[src/rtl/gammaPkg.sv]
package gammaPkg;
  localparam int STEP_W = 4;

  typedef struct packed {
    logic              tableWe;
    logic [STEP_W-1:0] step;
  } gammaCtl_t;
endpackage

[src/rtl/gammaTable.sv]
module gammaTable
  import gammaPkg::*;
#(
  parameter int NUM_PTS = 12,
  parameter int PT_W    = 10,
  parameter int BYTE_W  = 8,
  parameter int ADDR_W  = 6,
  parameter int GRP     = 4,
  parameter int HI_BASE = 17,
  parameter int LO_BASE = 20,
  localparam int IDX_W  = $clog2(NUM_PTS),
  localparam int SLOT_W = PT_W - BYTE_W,
  localparam int NUM_HI = NUM_PTS / GRP
) (
  input  logic              clk,
  input  logic              rstN,
  input  gammaCtl_t         ctl,
  input  logic [IDX_W-1:0]  ptIdx,
  input  logic [PT_W-1:0]   ptData,
  output logic [ADDR_W-1:0] wrAddr,
  output logic [BYTE_W-1:0] wrData
);
  logic [PT_W-1:0]   pts    [NUM_PTS];
  logic [BYTE_W-1:0] hiByte [NUM_HI];

  function automatic logic [PT_W-1:0] defPoint(input int i);
    case (i)
      0: defPoint = PT_W'(106);   1: defPoint = PT_W'(200);
      2: defPoint = PT_W'(289);   3: defPoint = PT_W'(375);
      4: defPoint = PT_W'(460);   5: defPoint = PT_W'(543);
      6: defPoint = PT_W'(625);   7: defPoint = PT_W'(705);
      8: defPoint = PT_W'(785);   9: defPoint = PT_W'(864);
      10: defPoint = PT_W'(942);  default: defPoint = PT_W'(1020);
    endcase
  endfunction

  always_ff @(posedge clk) begin
    if (!rstN) begin
      for (int i = 0; i < NUM_PTS; i++) pts[i] <= defPoint(i);
    end else if (ctl.tableWe) begin
      pts[ptIdx] <= ptData;
    end
  end

  // Pack the top bits: first point of a group lands in the most significant slot.
  for (genvar g = 0; g < NUM_HI; g++) begin : gHi
    for (genvar k = 0; k < GRP; k++) begin : gSlot
      assign hiByte[g][BYTE_W-1-k*SLOT_W -: SLOT_W] = pts[g*GRP+k][PT_W-1 -: SLOT_W];
    end
  end

  always_comb begin
    wrAddr = '0;
    wrData = '0;
    for (int s = 0; s < NUM_HI; s++) begin
      if (int'(ctl.step) == s) begin
        wrAddr = ADDR_W'(HI_BASE + s);
        wrData = hiByte[s];
      end
    end
    for (int i = 0; i < NUM_PTS; i++) begin
      if (int'(ctl.step) == NUM_HI + i) begin
        wrAddr = ADDR_W'(LO_BASE + i);
        wrData = pts[i][BYTE_W-1:0];
      end
    end
  end
endmodule

[src/rtl/gammaSeq.sv]
module gammaSeq
  import gammaPkg::*;
#(
  parameter int NUM_PTS = 12,
  parameter int NUM_HI  = 3,
  localparam int IDX_W  = $clog2(NUM_PTS),
  localparam int NUM_WR = NUM_HI + NUM_PTS
) (
  input  logic             clk,
  input  logic             rstN,
  input  logic             ptWrEn,
  input  logic [IDX_W-1:0] ptWrIdx,
  input  logic             startIn,
  input  logic             wrAck,
  output gammaCtl_t        ctl,
  output logic             wrReq,
  output logic             busy,
  output logic             doneOut
);
  typedef enum logic [1:0] {IDLE, SEND, FIN} seqState_t;

  seqState_t         state;
  logic [STEP_W-1:0] step;
  logic              lastWr;

  assign lastWr = (int'(step) == NUM_WR - 1);

  always_ff @(posedge clk) begin
    if (!rstN) begin
      state <= IDLE;
      step  <= '0;
    end else begin
      case (state)
        IDLE: if (startIn) begin
          state <= SEND;
          step  <= '0;
        end
        SEND: if (wrAck) begin
          if (lastWr) state <= FIN;
          else        step  <= step + 1'b1;
        end
        default: state <= IDLE;
      endcase
    end
  end

  assign wrReq       = (state == SEND);
  assign busy        = (state != IDLE);
  assign doneOut     = (state == FIN);
  assign ctl.step    = step;
  assign ctl.tableWe = ptWrEn && (state == IDLE) &&
                       ({1'b0, ptWrIdx} < (IDX_W+1)'(NUM_PTS));
endmodule

[src/rtl/gammaLoader.sv]
module gammaLoader
  import gammaPkg::*;
#(
  parameter int NUM_PTS = 12,
  parameter int PT_W    = 10,
  parameter int BYTE_W  = 8,
  parameter int ADDR_W  = 6,
  parameter int GRP     = 4,
  parameter int HI_BASE = 17,
  parameter int LO_BASE = 20,
  localparam int IDX_W  = $clog2(NUM_PTS)
) (
  input  logic              clk,
  input  logic              rstN,
  input  logic              ptWrEn,
  input  logic [IDX_W-1:0]  ptWrIdx,
  input  logic [PT_W-1:0]   ptWrData,
  input  logic              startIn,
  output logic              busy,
  output logic              doneOut,
  output logic              wrReq,
  output logic [ADDR_W-1:0] wrAddr,
  output logic [BYTE_W-1:0] wrData,
  input  logic              wrAck
);
  gammaCtl_t ctl;

  gammaSeq #(.NUM_PTS(NUM_PTS), .NUM_HI(NUM_PTS / GRP)) uSeq (
    .clk(clk), .rstN(rstN), .ptWrEn(ptWrEn), .ptWrIdx(ptWrIdx),
    .startIn(startIn), .wrAck(wrAck), .ctl(ctl), .wrReq(wrReq),
    .busy(busy), .doneOut(doneOut)
  );

  gammaTable #(
    .NUM_PTS(NUM_PTS), .PT_W(PT_W), .BYTE_W(BYTE_W), .ADDR_W(ADDR_W),
    .GRP(GRP), .HI_BASE(HI_BASE), .LO_BASE(LO_BASE)
  ) uTable (
    .clk(clk), .rstN(rstN), .ctl(ctl), .ptIdx(ptWrIdx), .ptData(ptWrData),
    .wrAddr(wrAddr), .wrData(wrData)
  );
endmodule

[config.mk]
export PLATFORM = sky130hd
export DESIGN_NAME = gammaLoader
export DESIGN_NICKNAME = d
export VERILOG_FILES = /design/src/rtl/gammaPkg.sv /design/src/rtl/gammaTable.sv /design/src/rtl/gammaSeq.sv /design/src/rtl/gammaLoader.sv
export SDC_FILE = /design/constraint.sdc
export NUM_CORES = 1
export LEC_CHECK = 0
export ABC_AREA = 1
export BUFFER_PORTS_ARGS = -buffer_cell sky130_fd_sc_hd__buf_2
export CAP_MARGIN = 40
export CORE_MARGIN = 1.5
export CORE_UTILIZATION = 45
export CTS_BUF_LIST = sky130_fd_sc_hd__clkbuf_2 sky130_fd_sc_hd__clkbuf_4 sky130_fd_sc_hd__clkbuf_8
export CTS_CLUSTER_SIZE = 30
export DETAILED_ROUTE_END_ITERATION = 8
export MAX_ROUTING_LAYER = met4
export PLACE_DENSITY = 0.63
export SETUP_SLACK_MARGIN = 0.3
export SYNTH_ARGS = -nofsm -noshare
export SYNTH_HDL_FRONTEND = slang
export SYNTH_HIERARCHICAL = 1
export SYNTH_SLANG_ARGS = --single-unit
[constraint.sdc]
create_clock -name clk -period 3.1 [get_ports clk]
set_input_delay 0.155 -clock clk [delete_from_list [all_inputs] [get_ports clk]]
set_output_delay 0.155 -clock clk [all_outputs]
set_load 0.01 [all_outputs]
==> run_results.csv, run 1 <==
group,metric,value,unit
worst_setup_path,critPathMaxStageDelay,0.53,ns
floorplanning,die_w,116,um
routing,ant_nets,0,
final_layout,fillers,1149,
power_and_ir_drop,ir_worst_vdd,0.247,mV
timing,maxSlewHeadroom,47.5,%
routing,vias,4559,
synthesis,synthTopCellsByArea,"edfxtp_1 62%, nand2_1 11%, nor2_1 7.9%, inv_1 3.7%, nand3_1 3.3%",
routing,drtIter0Drc,607,
worst_setup_path,cp_max_fo,8,
clocking,clock_latency,0.43,ns
grt,grt_max_degree,24,
floorplanning,core,12600,um2
synthesis,ys_seq_area_share,64.5,%
floorplanning,die_h,116,um
clocking,cts_tree,"done",
timing,skew,0.0102,ns
worst_setup_path,crit_buf_inv,2,
clocking,numCtsBuffers,17,
synthesis,netlist_instances,603,
routing,wirelength,16200,um
placement,numPortBuffers,34,
synthesis,synth_area_per_cell,9.57,um2
worst_setup_path,start_kind,"flip-flop",
synthesis,ys_types,26,
worst_setup_path,cp-end-kind,"output port",
clocking,clock-sinks,126,
job,max-cap-violations,0,
worst_setup_path,worstReg2RegEnd,"uTable/pts[4][9]$_SDFFCE_PN0P_",
grt,antenna_found_initial,0,
clocking,cts_max_path_buffers,2,
worst_setup_path,crit_path_cell_trace,"inv_1, nand2_1, nor2_2, a21oi_1, nand4_1, nand2_1, nand4_1, nor2_1, nand4_1, buf_2",
final_layout,fin_nets,668,
synthesis,synth_top_flop_cell,"edfxtp_1",
worst_setup_path,worstPathArrival,2.55,ns
synthesis,synth_top_area_share,62.4,%
worst_setup_path,path_common_cell,"nand4_1",
synthesis,synth-async-reset-ratio,0,%
timing,final-max-slew-violation-count,0,
grt,grt.total_usage,26.2,%
grt,overflow,0,
worst_setup_path,crit_path_end,"wrData[2]",
worst_setup_path,r2r_start,"uSeq/state[0]$_SDFFE_PN0P_",
routing,post_drt_via_cell_ratio,5.48,
clocking,clkTransAtPathRegs,0.08,ns
clocking,htree_num_levels,4,
grt,grt_first_pass_wirelength,24200,um
timing,worstMarginPinSlew,0.786,ns
timing,grt_setup_unrepaired,"false",
final_layout,seqCellArea,3730,um2
hold_path,hp-class,"input port to flip-flop",
grt,grt_pass1_vias,4297,
routing,drt_pass1_iterations,5,
outcome,status,"finished clean",
timing,period_minus_slack,2.70,ns
worst_setup_path,required,2.94,ns
floorplanning,initial_core_util,45.9,%
floorplanning,die_area,13500,um2
final_layout,multi_input_area,1750,um2
placement,place_ws,0.710,ns
power_and_ir_drop,p_leak,2.41,nW
final_layout,final_cell_mix,"168 x nand2_1, 121 x nor2_1, 120 x edfxtp_1, 57 x inv_1, 38 x nand3_1",
routing,post_drt_wl_per_cell,19.4,um
final_layout,final_common_cell,"nand2_1",
synthesis,synth_area,5770,um2
routing,drc,0,
floorplanning,rows,41,
worst_setup_path,reg2reg_slack,0.64,ns
placement,finalWeightedCongestion,0.995,
timing,setup_violations,0,
worst_setup_path,path_depth,10,
final_layout,drive_gt1_share,13.6,%
worst_setup_path,critical_path.startpoint,"uSeq/step[0]$_SDFFE_PN0P_",
final_layout,fin_cells,832,
final_layout,antennaDiodeCount,0,
timing,finalHoldViolCount,0,
worst_setup_path,slowest_stage,"dfxtp_1",
floorplanning,io_pins,36,
worst_setup_path,reg2reg_depth,9,
synthesis,synth_top_area_cell,"edfxtp_1",
power_and_ir_drop,power.density,586,nW/um2
synthesis,synthesis.nets,624,
synthesis,synth_edf_count,120,
timing,tns,0,ns
worst_setup_path,critPathKind,"flip-flop to output port",
clocking,clock_tree.root_cell,"clkbuf_8",
timing,fmax,370,MHz
final_layout,area_delta_synth_final,14.2,%
worst_setup_path,crit_family,"simple AND/OR/NAND/NOR gates",
placement,hpwl,11300,um
synthesis,yosysWarnings,6,
synthesis,ys_ff_latch,126,
timing,setup_slack,0.398,ns
timing,finalCritPeriodShare,87.2,%
placement,placed_cells,799,
## per-stage QoR
step | hold WS, ns | power (mW) | instance area, um2 | util (%)
2_1_floorplan | 0.280 | 2.14 | 5770 | -
3_3_place_gp | 0.429 | 2.27 | 6130 | 48.8
3_5_place_dp | 0.430 | 2.28 | 6130 | 48.8
4_1_cts | 0.213 | 3.88 | 6590 | 52.4
5_1_grt | 0.229 | 3.98 | 6590 | 52.5
6_report | 0.236 | 3.86 | 6590 | 52.5
## registers in the layout, indices dropped and copies added (netlist names)
register and cells:
uTable/pts 120, uSeq/state 2, uSeq/step 4
## cell type report
type                       instances  share of cell area [%]
sequential                       126                    56.5
multi-input combinational        400                    26.6
inverter                          63                    3.59
clock buffer                      17                    3.55
clock inverter                    15                    3.28
tap                              172                    3.26
timing repair buffer              39                    3.19
## synthesized netlist by cell type, types with 2 or more instances
cell,number
nand2_2,3
inv_1,57
clkbuf_1,11
nand2_1,168
o21ai_0,3
a21oi_1,15
buf_2,2
or2_2,2
nor2_4,4
nor3_1,2
nor2_2,3
dfxtp_1,6
nor2_1,122
edfxtp_1,120
nand3_1,38
or2_0,5
nand4_1,25
ha_1,2
inv_2,6
o21ai_1,3
## where the power goes
part	switching [mW]	internal, mW
Sequential	0.0274	1.91
Clock	0.662	0.954
Combinational	0.229	0.0805
Total	0.918	2.94
## worst reg2reg max path, stage by stage, from the launching register on
cell	delay [ns]
dfxtp_1	0.36
inv_1	0.14
nand3_1	0.13
a21oi_1	0.13
nand2_1	0.08
inv_1	0.08
nand2_1	0.16
nor2_1	0.40
inv_1	0.22
nand2_1	0.41
## repair_timing
action,4_1_cts,5_1_grt
setup endpoints to repair,0,8
resized for setup,0,3
setup buffers,0,0
hold buffers,1,0
hold endpoints to repair,1,0
## layer usage
layer	routed length, um	share of wire, %	GRT usage (%)
met1	6840	42	36.1
met2	7420	46	39.0
met3	1490	9.2	3.89
met4	412	2.6	11.3
met5	0	0	-
## how the worst min path moves through the flow
| stage | from | end | slack, ns | depth (start not counted) |
|---|---|---|---|---|
| floorplan | wrAck | uSeq/state[1]$_SDFFE_PN0P_ | 0.28 | 2 |
| global placement | wrAck | uSeq/state[1]$_SDFFE_PN0P_ | 0.43 | 3 |
| detailed placement | wrAck | uSeq/state[1]$_SDFFE_PN0P_ | 0.43 | 3 |
| CTS | rstN | uSeq/step[3]$_SDFFE_PN0P_ | 0.21 | 4 |
| global route | rstN | uSeq/step[3]$_SDFFE_PN0P_ | 0.23 | 4 |
| finish | rstN | uSeq/step[3]$_SDFFE_PN0P_ | 0.24 | 4 |
## logic make-up (layout without fill, tap and decap cells)
kind of cell	after synthesis	after routing	share of synthesized area [%]
buf+inv	77	134	5.12
other cells	1	1	0.0650
simple gates	374	374	27.8
fa+ha+maj	2	2	0.434
compound gates	23	23	2.08
flops	126	126	64.5
No activity file was read; power rests on OpenSTA's default activity.
==> run 2: changes to the inputs <==
--- a/config.mk
+++ b/config.mk
@@ -7,10 +7,9 @@
 export LEC_CHECK = 0
 export ABC_AREA = 1
 export BUFFER_PORTS_ARGS = -buffer_cell sky130_fd_sc_hd__buf_2
-export CAP_MARGIN = 40
 export CORE_MARGIN = 1.5
 export CORE_UTILIZATION = 45
-export CTS_BUF_LIST = sky130_fd_sc_hd__clkbuf_2 sky130_fd_sc_hd__clkbuf_4 sky130_fd_sc_hd__clkbuf_8
+export CTS_BUF_LIST = sky130_fd_sc_hd__clkbuf_4
 export CTS_CLUSTER_SIZE = 30
 export DETAILED_ROUTE_END_ITERATION = 8
 export MAX_ROUTING_LAYER = met4
==> constraint.sdc (replaced) <==
create_clock -name clk -period 3.46 [get_ports clk]
set_input_delay 0.173 -clock clk [delete_from_list [all_inputs] [get_ports clk]]
set_output_delay 0.173 -clock clk [all_outputs]
set_load 0.01 [all_outputs]
==> run 2 against run 1 <==
  * Flip-flop and latch count stayed put
  * Sequential share of layout area is 2.0 points higher
  * Worst hold slack worse by 0.12 ns
  * Routed wire length is 3.1% lower
  * Cell count is 0.24% lower
  * Clock skew is 0.012 ns higher
  * Via count is 2.3% lower
  * First-iteration DRC count is 11% lower
  * Global-route usage is 1.2 points lower
  * Register-to-register slack better by 0.23 ns
  * Core utilization is 1.9 points lower
  * Clock-buffer cell count is 5 higher
  * Critical endpoint is now wrData[7]
  * Largest cell class unchanged
==> run_results.csv, run 2 (synthesis gave the netlist of run 1 again) <==
group,metric,value,unit
final_layout,fin_nets,665,
worst_setup_path,required,3.29,ns
floorplanning,die_h,116,um
timing,setup_violations,0,
worst_setup_path,start_kind,"flip-flop",
outcome,status,"finished clean",
clocking,cts_max_path_buffers,2,
final_layout,regMostFlops,"uTable/pts",
placement,placed_cells,796,
final_layout,final_common_cell,"nand2_1",
timing,worstMarginPinSlew,0.713,ns
placement,numPortBuffers,34,
grt,grt_first_pass_wirelength,23100,um
routing,drtIter0Drc,542,
power_and_ir_drop,ir_worst_vdd,0.152,mV
placement,place_area,6100,um2
final_layout,drive_gt1_share,12.8,%
worst_setup_path,worstPathArrival,2.68,ns
clocking,htree_num_levels,4,
timing,holdWs,0.113,ns
hold_path,whs_path_depth,3,
worst_setup_path,cp-end-kind,"output port",
routing,vias,4455,
timing,skew,0.0223,ns
final_layout,reg_top3,"uTable/pts: 120 flops, uSeq/step: 4 flops, uSeq/state: 2 flops",
worst_setup_path,worstReg2RegEnd,"uTable/pts[9][8]$_SDFFCE_PN1P_",
final_layout,post-route-util,50.6,%
timing,tns,0,ns
routing,drc,0,
power_and_ir_drop,power.density,457,nW/um2
floorplanning,io_pins,36,
grt,antenna_found_initial,0,
clocking,cts_tree,"done",
hold_path,hp-start,"rstN",
clocking,cts_hold_buf,1,
worst_setup_path,reg2reg_depth,9,
timing,fmax,350,MHz
clocking,clock_latency,0.52,ns
placement,hpwl,11000,um
placement,finalWeightedCongestion,1.03,
power_and_ir_drop,p_leak,2.32,nW
floorplanning,rows,41,
routing,wirelength,15600,um
timing,finalHoldViolCount,0,
final_layout,area_delta_synth_final,10.2,%
worst_setup_path,r2r_start,"uSeq/state[0]$_SDFFE_PN0P_",
floorplanning,core,12600,um2
floorplanning,initial_core_util,45.9,%
worst_setup_path,critPathKind,"flip-flop to output port",
grt,grt_pass1_vias,4094,
timing,period_minus_slack,2.86,ns
timing,grt_setup_unrepaired,"false",
routing,post_drt_via_cell_ratio,5.37,
grt,overflow,0,
final_layout,fillers,1185,
routing,ant_nets,0,
grt,grt.total_usage,25.0,%
final_layout,final_cell_mix,"168 x nand2_1, 122 x nor2_1, 120 x edfxtp_1, 57 x inv_1, 38 x nand3_1",
floorplanning,die_area,13500,um2
grt,grt_use_met2,38.6,%
routing,drt_pass1_iterations,5,
worst_setup_path,reg2reg_slack,0.87,ns
final_layout,fin_area,6360,um2
timing,maxSlewHeadroom,52.4,%
clocking,clock-sinks,126,
hold_path,min_to,"uSeq/step[3]$_SDFFE_PN0P_",
clocking,numCtsBuffers,17,
grt,grt_use_met1,33.0,%
grt,grt_use_met3,5.03,%
hold_path,hp-class,"input port to flip-flop",
timing,final-max-slew-violation-count,0,
final_layout,largest_register_ffs,120,
clocking,cts_resized,0,
clocking,postCtsSetupRepairBufs,0,
job,max-cap-violations,0,
clocking,clock_tree.root_cell,"clkbuf_4",
grt,grt_max_degree,24,
floorplanning,die_w,116,um
clocking,clkTransAtPathRegs,0.11,ns
timing,finalCritPeriodShare,82.6,%
worst_setup_path,cp_max_fo,23,
grt,grt_busiest_layer,"met2",
routing,post_drt_wl_per_cell,18.9,um
final_layout,fin_cells,830,
run 2: power breakdown:
part / switching (mW) / total, mW / leakage (nW) / internal (mW)
Sequential: 0.0257 / 1.73 / 1.11 / 1.71
Clock: 0.512 / 0.898 / 0.140 / 0.385
Combinational: 0.201 / 0.272 / 1.06 / 0.0710
run 2: worst max path at each step:
stage	start	slack [ns]	cells past startpoint	end
final	uSeq/step[2]$_SDFFE_PN0P_	0.60	11	wrData[7]
after global routing	uSeq/step[2]$_SDFFE_PN0P_	0.43	11	wrData[5]
after CTS	uSeq/step[2]$_SDFFE_PN0P_	0.64	11	wrData[5]
after detailed placement	uSeq/state[0]$_SDFFE_PN0P_	0.92	9	uTable/pts[9][3]$_SDFFCE_PN0P_
after global placement	uSeq/state[0]$_SDFFE_PN0P_	0.99	9	uTable/pts[9][8]$_SDFFCE_PN1P_
after floorplan	uSeq/state[0]$_SDFFE_PN0P_	1.53	9	uTable/pts[3][0]$_SDFFCE_PN1P_
run 2: routing by layer:
metal / part of all wire, % / wire length, um
met1: 44 / 6850
met2: 46 / 7270
met4: 2.7 / 428
met3: 7.0 / 1090
met5: 0 / 0
run 2: final cells by class:
type	instances	area (um2)	share of cell area [%]
timing repair buffer	36	188	2.95
multi-input combinational	400	1750	27.5
clock inverter	10	77.6	1.22
tap	172	215	3.38
antenna	1	2.50	0.0393
sequential	126	3720	58.5
clock buffer	22	165	2.60
inverter	63	236	3.72
run 2: metrics by stage:
stage               worst slack [ns]  total power [mW]
floorplan                       1.53              1.92
global placement               0.994              2.03
detailed placement             0.921              2.04
CTS                            0.638              2.92
global route                   0.434              3.00
finish                         0.604              2.90
run 2: critical path, stage by stage, from the launching register on:
cell	delay, ns
dfxtp_1	0.56
nor2_1	0.09
buf_4	0.21
nand2_1	0.24
nor2_1	0.06
nor2_1	0.19
nand4_1	0.13
nand2_1	0.11
nand4_1	0.17
nand2_1	0.15
nand4_1	0.08
buf_2	0.15
